<file path="src/rtl/tw_pkg.sv">
package tw_pkg;
  localparam int unsigned BYTE_W    = 8;
  localparam int unsigned ADDR_W    = 6;
  localparam int unsigned BIT_COUNT = 2 * BYTE_W;       // command + data
  localparam int unsigned PH_HOLD   = 2 * BIT_COUNT;    // final hold half-period
  localparam int unsigned PH_W      = $clog2(PH_HOLD + 1);

  function automatic logic [BYTE_W-1:0] make_cmd(input logic [ADDR_W-1:0] a, input logic rd);
    return {1'b1, a, rd};
  endfunction
endpackage

</file>
<file path="src/rtl/tw_clk_div.sv">
module tw_clk_div #(
  parameter int unsigned HALF_CYC = 4
) (
  input  logic clk_i,
  input  logic rst_ni,
  input  logic en_i,
  output logic tick_o
);
  localparam int unsigned CW = (HALF_CYC > 1) ? $clog2(HALF_CYC) : 1;
  localparam logic [CW-1:0] LAST = CW'(HALF_CYC - 1);

  logic [CW-1:0] cnt_q;

  assign tick_o = en_i && (cnt_q == LAST);

  always_ff @(posedge clk_i or negedge rst_ni) begin
    if (!rst_ni)          cnt_q <= '0;
    else if (!en_i)       cnt_q <= '0;
    else if (cnt_q == LAST) cnt_q <= '0;
    else                  cnt_q <= cnt_q + 1'b1;
  end

  p_cnt_range_r10: assert property (@(posedge clk_i) disable iff (!rst_ni)
    cnt_q <= LAST);
  p_cnt_idle_r10: assert property (@(posedge clk_i) disable iff (!rst_ni)
    !en_i |=> cnt_q == '0);
endmodule

</file>
<file path="src/rtl/tw_bit_seq.sv">
module tw_bit_seq
  import tw_pkg::*;
(
  input  logic              clk_i,
  input  logic              rst_ni,
  input  logic              start_i,
  input  logic              rw_i,
  input  logic [ADDR_W-1:0] addr_i,
  input  logic [BYTE_W-1:0] wdata_i,
  input  logic              tick_i,
  input  logic              sio_i,
  output logic [BYTE_W-1:0] rdata_o,
  output logic              busy_o,
  output logic              done_o,
  output logic              ce_o,
  output logic              sclk_o,
  output logic              sio_o,
  output logic              sio_oe_o
);
  localparam logic [PH_W-1:0] HOLD = PH_W'(PH_HOLD);
  localparam logic [PH_W-1:0] DATA = PH_W'(2 * BYTE_W);

  logic [PH_W-1:0]   ph_q;
  logic              rd_q;
  logic [BYTE_W-1:0] cmd_q, wd_q, sh_q;
  logic              in_shift, in_data, rd_phase;
  logic [2:0]        bidx;

  assign in_shift = ph_q < HOLD;
  assign in_data  = (ph_q >= DATA) && in_shift;
  assign bidx     = ph_q[3:1];
  assign rd_phase = busy_o && rd_q && (ph_q >= DATA);

  always_ff @(posedge clk_i or negedge rst_ni) begin
    if (!rst_ni) begin
      busy_o  <= 1'b0;
      done_o  <= 1'b0;
      ph_q    <= '0;
      rd_q    <= 1'b0;
      cmd_q   <= '0;
      wd_q    <= '0;
      sh_q    <= '0;
      rdata_o <= '0;
    end else begin
      done_o <= 1'b0;
      if (!busy_o) begin
        if (start_i) begin
          busy_o <= 1'b1;
          ph_q   <= '0;
          rd_q   <= rw_i;
          cmd_q  <= make_cmd(addr_i, rw_i);
          wd_q   <= wdata_i;
        end
      end else if (tick_i) begin
        if (ph_q == HOLD) begin
          busy_o <= 1'b0;
          done_o <= 1'b1;
          if (rd_q) rdata_o <= sh_q;
        end else begin
          ph_q <= ph_q + 1'b1;
          // sample at the end of the low half, before the rising edge
          if (rd_q && in_data && !ph_q[0]) sh_q[bidx] <= sio_i;
        end
      end
    end
  end

  always_comb begin
    ce_o     = busy_o;
    sclk_o   = busy_o && in_shift && ph_q[0];
    sio_oe_o = !rd_phase;
    sio_o    = 1'b0;
    if (busy_o && in_shift) begin
      if (!in_data)   sio_o = cmd_q[bidx];
      else if (!rd_q) sio_o = wd_q[bidx];
    end
  end

  p_sclk_in_ce_r6: assert property (@(posedge clk_i) disable iff (!rst_ni)
    sclk_o |-> ce_o);
  p_data_steady_r3: assert property (@(posedge clk_i) disable iff (!rst_ni)
    sclk_o |-> $stable(sio_o));
  p_done_one_cycle_r7: assert property (@(posedge clk_i) disable iff (!rst_ni)
    done_o |=> !done_o);
  p_done_at_end_r7: assert property (@(posedge clk_i) disable iff (!rst_ni)
    $fell(busy_o) |-> done_o);
  p_oe_only_busy_r5: assert property (@(posedge clk_i) disable iff (!rst_ni)
    !sio_oe_o |-> (busy_o && ce_o));
  p_start_ignored_r8: assert property (@(posedge clk_i) disable iff (!rst_ni)
    (busy_o && start_i) |=> $stable(cmd_q) && $stable(wd_q));
  p_rdata_on_read_r9: assert property (@(posedge clk_i) disable iff (!rst_ni)
    !$stable(rdata_o) |-> done_o);
  p_idle_lines_r1: assert property (@(posedge clk_i) disable iff (!rst_ni)
    !busy_o |-> (!ce_o && !sclk_o && !sio_o && sio_oe_o));
endmodule

</file>
<file path="src/rtl/tw_serial_master.sv">
module tw_serial_master
  import tw_pkg::*;
#(
  parameter int unsigned HALF_CYC = 4
) (
  input  logic       clk_i,
  input  logic       rst_ni,
  input  logic       start_i,
  input  logic       rw_i,
  input  logic [5:0] addr_i,
  input  logic [7:0] wdata_i,
  output logic [7:0] rdata_o,
  output logic       busy_o,
  output logic       done_o,
  output logic       ce_o,
  output logic       sclk_o,
  output logic       sio_o,
  output logic       sio_oe_o,
  input  logic       sio_i
);
  logic tick;

  tw_clk_div #(.HALF_CYC(HALF_CYC)) u_div (
    .clk_i  (clk_i),
    .rst_ni (rst_ni),
    .en_i   (busy_o),
    .tick_o (tick)
  );

  tw_bit_seq u_seq (
    .clk_i    (clk_i),
    .rst_ni   (rst_ni),
    .start_i  (start_i),
    .rw_i     (rw_i),
    .addr_i   (addr_i),
    .wdata_i  (wdata_i),
    .tick_i   (tick),
    .sio_i    (sio_i),
    .rdata_o  (rdata_o),
    .busy_o   (busy_o),
    .done_o   (done_o),
    .ce_o     (ce_o),
    .sclk_o   (sclk_o),
    .sio_o    (sio_o),
    .sio_oe_o (sio_oe_o)
  );
endmodule

</file>
<file path="config.mk">
export PLATFORM = sky130hd
export DESIGN_NAME = tw_serial_master
export DESIGN_NICKNAME = d
export VERILOG_FILES = /design/src/rtl/tw_pkg.sv /design/src/rtl/tw_clk_div.sv /design/src/rtl/tw_bit_seq.sv /design/src/rtl/tw_serial_master.sv
export SDC_FILE = /design/constraint.sdc
export NUM_CORES = 1
export LEC_CHECK = 0
export ABC_AREA = 1
export CAP_MARGIN = 20
export CELL_PAD_IN_SITES_DETAIL_PLACEMENT = 0
export CELL_PAD_IN_SITES_GLOBAL_PLACEMENT = 2
export CORE_MARGIN = 1
export CORE_UTILIZATION = 33
export CTS_CLUSTER_SIZE = 14
export DETAILED_ROUTE_END_ITERATION = 6
export GPL_ROUTABILITY_DRIVEN = 0
export PLACE_DENSITY = 0.91
export SKIP_LAST_GASP = 1
export SYNTH_ARGS = -nofsm -noshare
export SYNTH_HDL_FRONTEND = slang
export SYNTH_SLANG_ARGS = --single-unit
</file>
<file path="constraint.sdc">
create_clock -name clk_i -period 4.1 [get_ports clk_i]
set_input_delay 0.82 -clock clk_i [delete_from_list [all_inputs] [get_ports clk_i]]
set_output_delay 0.82 -clock clk_i [all_outputs]
set_load 0.01 [all_outputs]
</file>
==> results.sh, run 1 <==
export IMPL_grt_pass1_wl_mm=7.51
export IMPL_worst_hold_startpoint="u_div.cnt_q[0]"
export IMPL_die_y_um=80.9
export IMPL_crit_path_cell_trace="clkinv_1, nand3_1, nand2_1, nor2_1, nand2_1, nand2_1, nand2_1, nor2_1, clkdlybuf4s50_1"
export IMPL_final_cells=361
export IMPL_clkPwrFrac_pct=16.1
export IMPL_p_sw_w=0.000670
export IMPL_ys_warnings_count=0
export IMPL_p_seq_share_pct=44.4
export IMPL_crit_buf_inv=2
export IMPL_final_util_pct=41.8
export IMPL_crit_start="u_seq.ph_q[1]"
export IMPL_fp_coreArea_mm2=0.00596
export IMPL_pin_count=33
export IMPL_grt_busiest_layer="met2"
export IMPL_crit_fanout=14
export IMPL_vias=1647
export IMPL_avgSynthCellArea_um2=8.03
export IMPL_hold_class="flip-flop to flip-flop"
export IMPL_netlist_instances=256
export IMPL_tritoncts="yes"
export IMPL_cts_buffers=5
export IMPL_worstMarginPinSlew_ps=934
export IMPL_ir_drop_uv=301
export IMPL_grt_start_max_net_pins=43
export IMPL_leakage_nw=1.21
export IMPL_arrival_ps=2510
export IMPL_period_share_pct=81.1
export IMPL_period_needed_ps=3330
export IMPL_crit_required_ps=3280
export IMPL_htree_levels=2
export IMPL_cts_sinks=42
export IMPL_setup_violations=0
export IMPL_cp_depth=9
export IMPL_fin_ws_ps=773
export IMPL_pwr_share_comb_pct=39.4
export IMPL_hold_viol_final=0
export IMPL_cp_endpoint="sio_o"
export IMPL_die_area_mm2=0.00655
export IMPL_first_global_vias=1588
export IMPL_synth_seq_cells=42
export IMPL_place_ws_ps=1140
export IMPL_grt_use_total_pct=15.2
export IMPL_cp_common_cell="nand2_1"
export IMPL_n_antenna_cell=0
export IMPL_finalPower_w=0.00169
export IMPL_grt_overflow_total=0
export IMPL_r2r_start="u_seq.ph_q[1]"
export IMPL_ys_types=25
export IMPL_start_util_pct=34.5
export IMPL_drt_first_iter_violations=74
export IMPL_cp_top_family="buffers and inverters"
export IMPL_critPathLaunchType="flip-flop"
export IMPL_crit_slowest_cell="dfrtp_1"
export IMPL_crit_type="flip-flop to primary output"
export IMPL_root_buffer="clkbuf_8"
export IMPL_end_kind="primary output"
export IMPL_cap_violations=0
export IMPL_die_width_um=80.9
export IMPL_multi_input_area_um2=843
export IMPL_worst_r2r_path_depth=7
export IMPL_antenna_found_initial=0
export IMPL_routed_wl_mm=4.27
export IMPL_p_int_w=0.00102
export IMPL_fp_row_count=28
export IMPL_p_sw_share_pct=39.6
export IMPL_clk_latency_ps=290
export IMPL_first_pass_iters=4
export IMPL_fillers=634
export IMPL_clk_pin_slew_ps=80
export IMPL_final_seq_area_mm2=0.00105
export IMPL_critical_path_max_stage_delay_ps=600
export IMPL_powerDensity_mw_per_mm2=680
export IMPL_synth_top_area_share_pct=51.1
export IMPL_syn2layout_area_growth_pct=21.1
export IMPL_nNetsFinal=307
export IMPL_rsz0062_at_grt="false"
export IMPL_slew_viol_final=0
export IMPL_final_cell_mix="87 x nand2_1, 42 x dfrtp_1, 31 x clkdlybuf4s50_1"
export IMPL_hpwl_mm=3.11
export IMPL_fin_setup_tns_ps=0
export IMPL_post_cts_buffers=0
export IMPL_layout_drive_gt1_share_pct=6.29
export IMPL_dp_cells=353
export IMPL_relSlewSlack_pct=37.7
export IMPL_r2r_end="u_seq.sh_q[3]"
export IMPL_final_common_cell="nand2_1"
export IMPL_cts_resized_gates=0
export IMPL_grt_use_met2_pct=24.6
export IMPL_hold_depth=1
export IMPL_wl_per_cell_um=11.8
export IMPL_drc=0
export IMPL_viasPerCell=4.56
export IMPL_yosysTopAreaCell="dfrtp_1"
export IMPL_cts_buffer_depth=2
export IMPL_clock_fmax_ghz=0.301
export IMPL_grt_util_met3_pct=2.70
export IMPL_synth_fp_nets=278
export IMPL_io_buffers=32
export IMPL_cts_hold_buffers=0
export IMPL_ant_nets=0
export IMPL_r2r_slack_ps=1950
export IMPL_synthTopCellsByArea="dfrtp_1 51%, nand2_1 16%, nand3_1 7.3%, nor2_1 4.0%, inv_1 3.7%"
export IMPL_synth_seq_area_share_pct=51.1
export IMPL_netlist_area_mm2=0.00206
export IMPL_met1_usage_pct=19.8
export IMPL_fin_skew_ps=6.06
export IMPL_status="finished clean"
[per-layer routing]
layer | share of wire [%] | vias to the layer above
met5 | 0 | -
met4 | 1.8 | 0
met3 | 3.2 | 7
met2 | 47 | 32
met1 | 48 | 733
li1 | - | 875
[per-stage QoR]
| step | hold WS [ps] | instance area, um^2 |
|---|---|---|
| after floorplan | 410 | 2060 |
| after global placement | 422 | 2400 |
| after detailed placement | 432 | 2400 |
| after CTS | 442 | 2490 |
| after global routing | 474 | 2490 |
| final | 441 | 2490 |
[cells by family after synthesis]
kind of cell    Yosys count  synth area share, %
flops                    42                 51.1
simple gates            152                 32.9
fa+ha+maj                 3                 1.83
buf+inv                  34                 7.85
compound gates           25                 6.33
[power groups by stage]
| stage | clock (W) | combinational, W | sequential (W) |
|---|---|---|---|
| finish | 0.000273 | 0.000668 | 0.000752 |
| global route | 0.000305 | 0.000779 | 0.000777 |
| CTS | 0.000283 | 0.000682 | 0.000754 |
| detailed placement | 0 | 0.000677 | 0.000762 |
| global placement | 0 | 0.000669 | 0.000754 |
| floorplan | 0 | 0.000495 | 0.000699 |
[final cells by class]
| class | instances | area share [%] |
|---|---|---|
| inverters | 23 | 3.47 |
| well taps | 75 | 3.77 |
| multi-input cells | 180 | 33.9 |
| flip-flops and latches | 42 | 42.2 |
| repair buffers | 33 | 13.0 |
| clock buffers | 7 | 3.47 |
| clock inverters | 1 | 0.201 |
[worst min-delay path by stage]
stage                           endpoint  slack (ps)
after floorplan           u_div.cnt_q[0]         410
after global placement    u_div.cnt_q[0]         420
after detailed placement  u_div.cnt_q[0]         430
after CTS                 u_div.cnt_q[0]         440
after global routing      u_div.cnt_q[0]         470
final                     u_div.cnt_q[0]         440
[state kept, by name, indices dropped and copies added (netlist names)]
name and flops:
u_seq.ph_q 6, u_div.cnt_q 2, u_seq.cmd_q 8, u_seq.sh_q 8, u_seq.busy_o 1, u_seq.wd_q 8
u_seq.rdata_o 8, u_seq.done_o 1
[worst reg2reg max path, delay by kind of cell, from the launching register on]
family                     cells  cell delay [ps]
DFF                            1              600
AOI/OAI and AO/OA              1               80
and+or+nand+nor                4              650
adders and majority gates      1              300
buffers and inverters          1              380
[synth_stat cells (all sizes together)]
cell type and n:
nor3 3, dfrtp 42, clkbuf 2, a21oi 2, o21bai 1, nor2 25
o211ai 1, nor2b 1, buf 9, nand4 5, clkinv 1, o21ai 21
nand2 87, inv 22, ha 3, nand3 31
Power figures use the tool's default switching activity.
==> inputs of run 2 (changes only) <==
--- a/config.mk
+++ b/config.mk
@@ -10,11 +10,11 @@
 export CELL_PAD_IN_SITES_DETAIL_PLACEMENT = 0
 export CELL_PAD_IN_SITES_GLOBAL_PLACEMENT = 2
 export CORE_MARGIN = 1
-export CORE_UTILIZATION = 33
+export CORE_UTILIZATION = 28
 export CTS_CLUSTER_SIZE = 14
 export DETAILED_ROUTE_END_ITERATION = 6
 export GPL_ROUTABILITY_DRIVEN = 0
-export PLACE_DENSITY = 0.91
+export PLACE_DENSITY = 0.83
 export SKIP_LAST_GASP = 1
 export SYNTH_ARGS = -nofsm -noshare
 export SYNTH_HDL_FRONTEND = slang
==> constraint.sdc (replaced) <==
create_clock -name clk_i -period 2.8 [get_ports clk_i]
set_input_delay 0.56 -clock clk_i [delete_from_list [all_inputs] [get_ports clk_i]]
set_output_delay 0.56 -clock clk_i [all_outputs]
set_load 0.01 [all_outputs]
==> run 2 against run 1 <==
Against the previous run:
- non-clock buffer count grew 3
- utilization fell by 5.1 points
- critical endpoint unchanged
- sequential share of layout area is 0.92 points lower
- clock power grew 51%
- sequential cell count unchanged
- sequential power is 42% higher
- register-to-register slack got worse by 1300 ps
- die area is 17% higher
==> results.sh, run 2 (synthesis gave the netlist of run 1 again) <==
export IMPL_wl_per_cell_um=11.7
export IMPL_layout_drive_gt1_share_pct=9.00
export IMPL_drc=0
export IMPL_antenna_found_initial=0
export IMPL_hold_viol_final=0
export IMPL_powerDensity_mw_per_mm2=992
export IMPL_grt_overflow_total=0
export IMPL_cts_resized_gates=0
export IMPL_io_buffers=32
export IMPL_dp_cells=377
export IMPL_clk_latency_ps=300
export IMPL_die_width_um=87.7
export IMPL_n_antenna_cell=0
export IMPL_rsz0062_at_grt="false"
export IMPL_relSlewSlack_pct=37.6
export IMPL_viasPerCell=4.39
export IMPL_pin_count=33
export IMPL_setup_violations=0
export IMPL_htree_levels=2
export IMPL_crit_type="flip-flop to primary output"
export IMPL_fp_coreArea_mm2=0.00694
export IMPL_die_y_um=87.7
export IMPL_cts_sinks=42
export IMPL_cts_buffer_depth=2
export IMPL_grt_use_total_pct=13.5
export IMPL_hpwl_mm=3.23
export IMPL_cts_hold_buffers=0
export IMPL_hold_class="input pin to async pin"
export IMPL_grt_util_met3_pct=2.83
export IMPL_period_needed_ps=2310
export IMPL_end_kind="primary output"
export IMPL_die_area_mm2=0.00769
export IMPL_vias=1691
export IMPL_grt_use_met2_pct=20.6
export IMPL_cap_violations=0
export IMPL_first_global_vias=1627
export IMPL_root_buffer="clkbuf_8"
export IMPL_status="finished clean"
export IMPL_critPathLaunchType="flip-flop"
export IMPL_fp_row_count=30
export IMPL_met1_usage_pct=18.9
export IMPL_final_cells=385
export IMPL_slew_viol_final=0
export IMPL_clk_pin_slew_ps=90
export IMPL_fin_setup_tns_ps=0
export IMPL_ir_drop_uv=249
export IMPL_arrival_ps=1750
export IMPL_crit_fanout=13
export IMPL_start_util_pct=29.6
export IMPL_clock_fmax_ghz=0.433
export IMPL_period_share_pct=82.4
export IMPL_crit_required_ps=2240
export IMPL_final_cell_mix="87 x nand2_1, 40 x dfrtp_1, 30 x nand3_1, 30 x clkdlybuf4s50_1, 21 x nor2_1"
export IMPL_tritoncts="yes"
export IMPL_fin_skew_ps=8.26
export IMPL_syn2layout_area_growth_pct=24.0
export IMPL_leakage_nw=1.23
export IMPL_post_cts_buffers=0
export IMPL_cts_buffers=5
export IMPL_grt_busiest_layer="met2"
export IMPL_final_common_cell="nand2_1"
export IMPL_nNetsFinal=310
export IMPL_drt_first_iter_violations=78
export IMPL_ant_nets=0
export IMPL_worstMarginPinSlew_ps=936
export IMPL_grt_pass1_wl_mm=7.87
export IMPL_routed_wl_mm=4.50
export IMPL_first_pass_iters=4
export IMPL_grt_start_max_net_pins=43
## run 2: changes by cell type in the layout (fill, tap and decap cells not counted), sizes merged
cell	before	now
clkdlybuf4s50	31	30
clkbuf	7	5
dlymetal6s2s	0	1
inv	22	23
clkinvlp	0	3
clkinv	2	0
buf	2	5
## run 2: report_power, final
group / switching (W) / total, W / leakage (nW) / internal (W)
Clock: 0.000232 / 0.000411 / 0.0408 / 0.000178
Sequential: 0.000199 / 0.00107 / 0.488 / 0.000869
Combinational: 0.000600 / 0.00105 / 0.699 / 0.000450
Total: 0.00103 / 0.00253 / 1.23 / 0.00150
## run 2: final timing paths
check                           depth (start not counted)           start          endpoint  slack (ps)
worst max-delay path                                   11   u_seq.ph_q[1]             sio_o         490
worst min-delay path                                    1          rst_ni    u_seq.cmd_q[1]         400
worst max register to register                          7   u_seq.ph_q[0]  u_seq.rdata_o[5]         690
worst min register to register                          1  u_div.cnt_q[0]    u_div.cnt_q[0]         430
max in group asynchronous                               1          rst_ni     u_seq.ph_q[2]        1770
min in group clk_i                                      1  u_div.cnt_q[0]    u_div.cnt_q[0]         430
## run 2: layout make-up
| class | count | area, um^2 |
|---|---|---|
| clock buffers | 5 | 68.8 |
| clock inverters | 3 | 23.8 |
| fillers | 747 | 4390 |
| inverters | 23 | 90.1 |
| multi-input cells | 180 | 846 |
| flip-flops and latches | 42 | 1050 |
| well taps | 96 | 120 |
| repair buffers | 36 | 348 |
## run 2: per-stage QoR
stage	hold WS, ps	utilization [%]	total power, W	area (um^2)	setup WS [ps]
finish	401	36.7	0.00253	2550	493
global route	482	36.7	0.00277	2550	301
CTS	431	36.6	0.00256	2540	38.7
detailed placement	431	35.2	0.00214	2450	387
global placement	421	35.2	0.00213	2450	373
floorplan	264	-	0.00175	2060	1070
## run 2: metal layers
layer / routed length (um) / vias up
li1: - / 885
met1: 2290 / 762
met2: 1960 / 39
met3: 194 / 5
met4: 46 / 0
met5: 0 / -
## run 2: worst max-delay path: stages, from the launching register on
cell            delay, ps
dfrtp_1               400
buf_4                 210
nand2_1                90
nor2_1                190
nand2_1                90
nand2_1                60
nor2_1                 40
nand2_1                50
nand2_1                40
nand2_1                50
nor2_1                 40
dlymetal6s2s_1        160
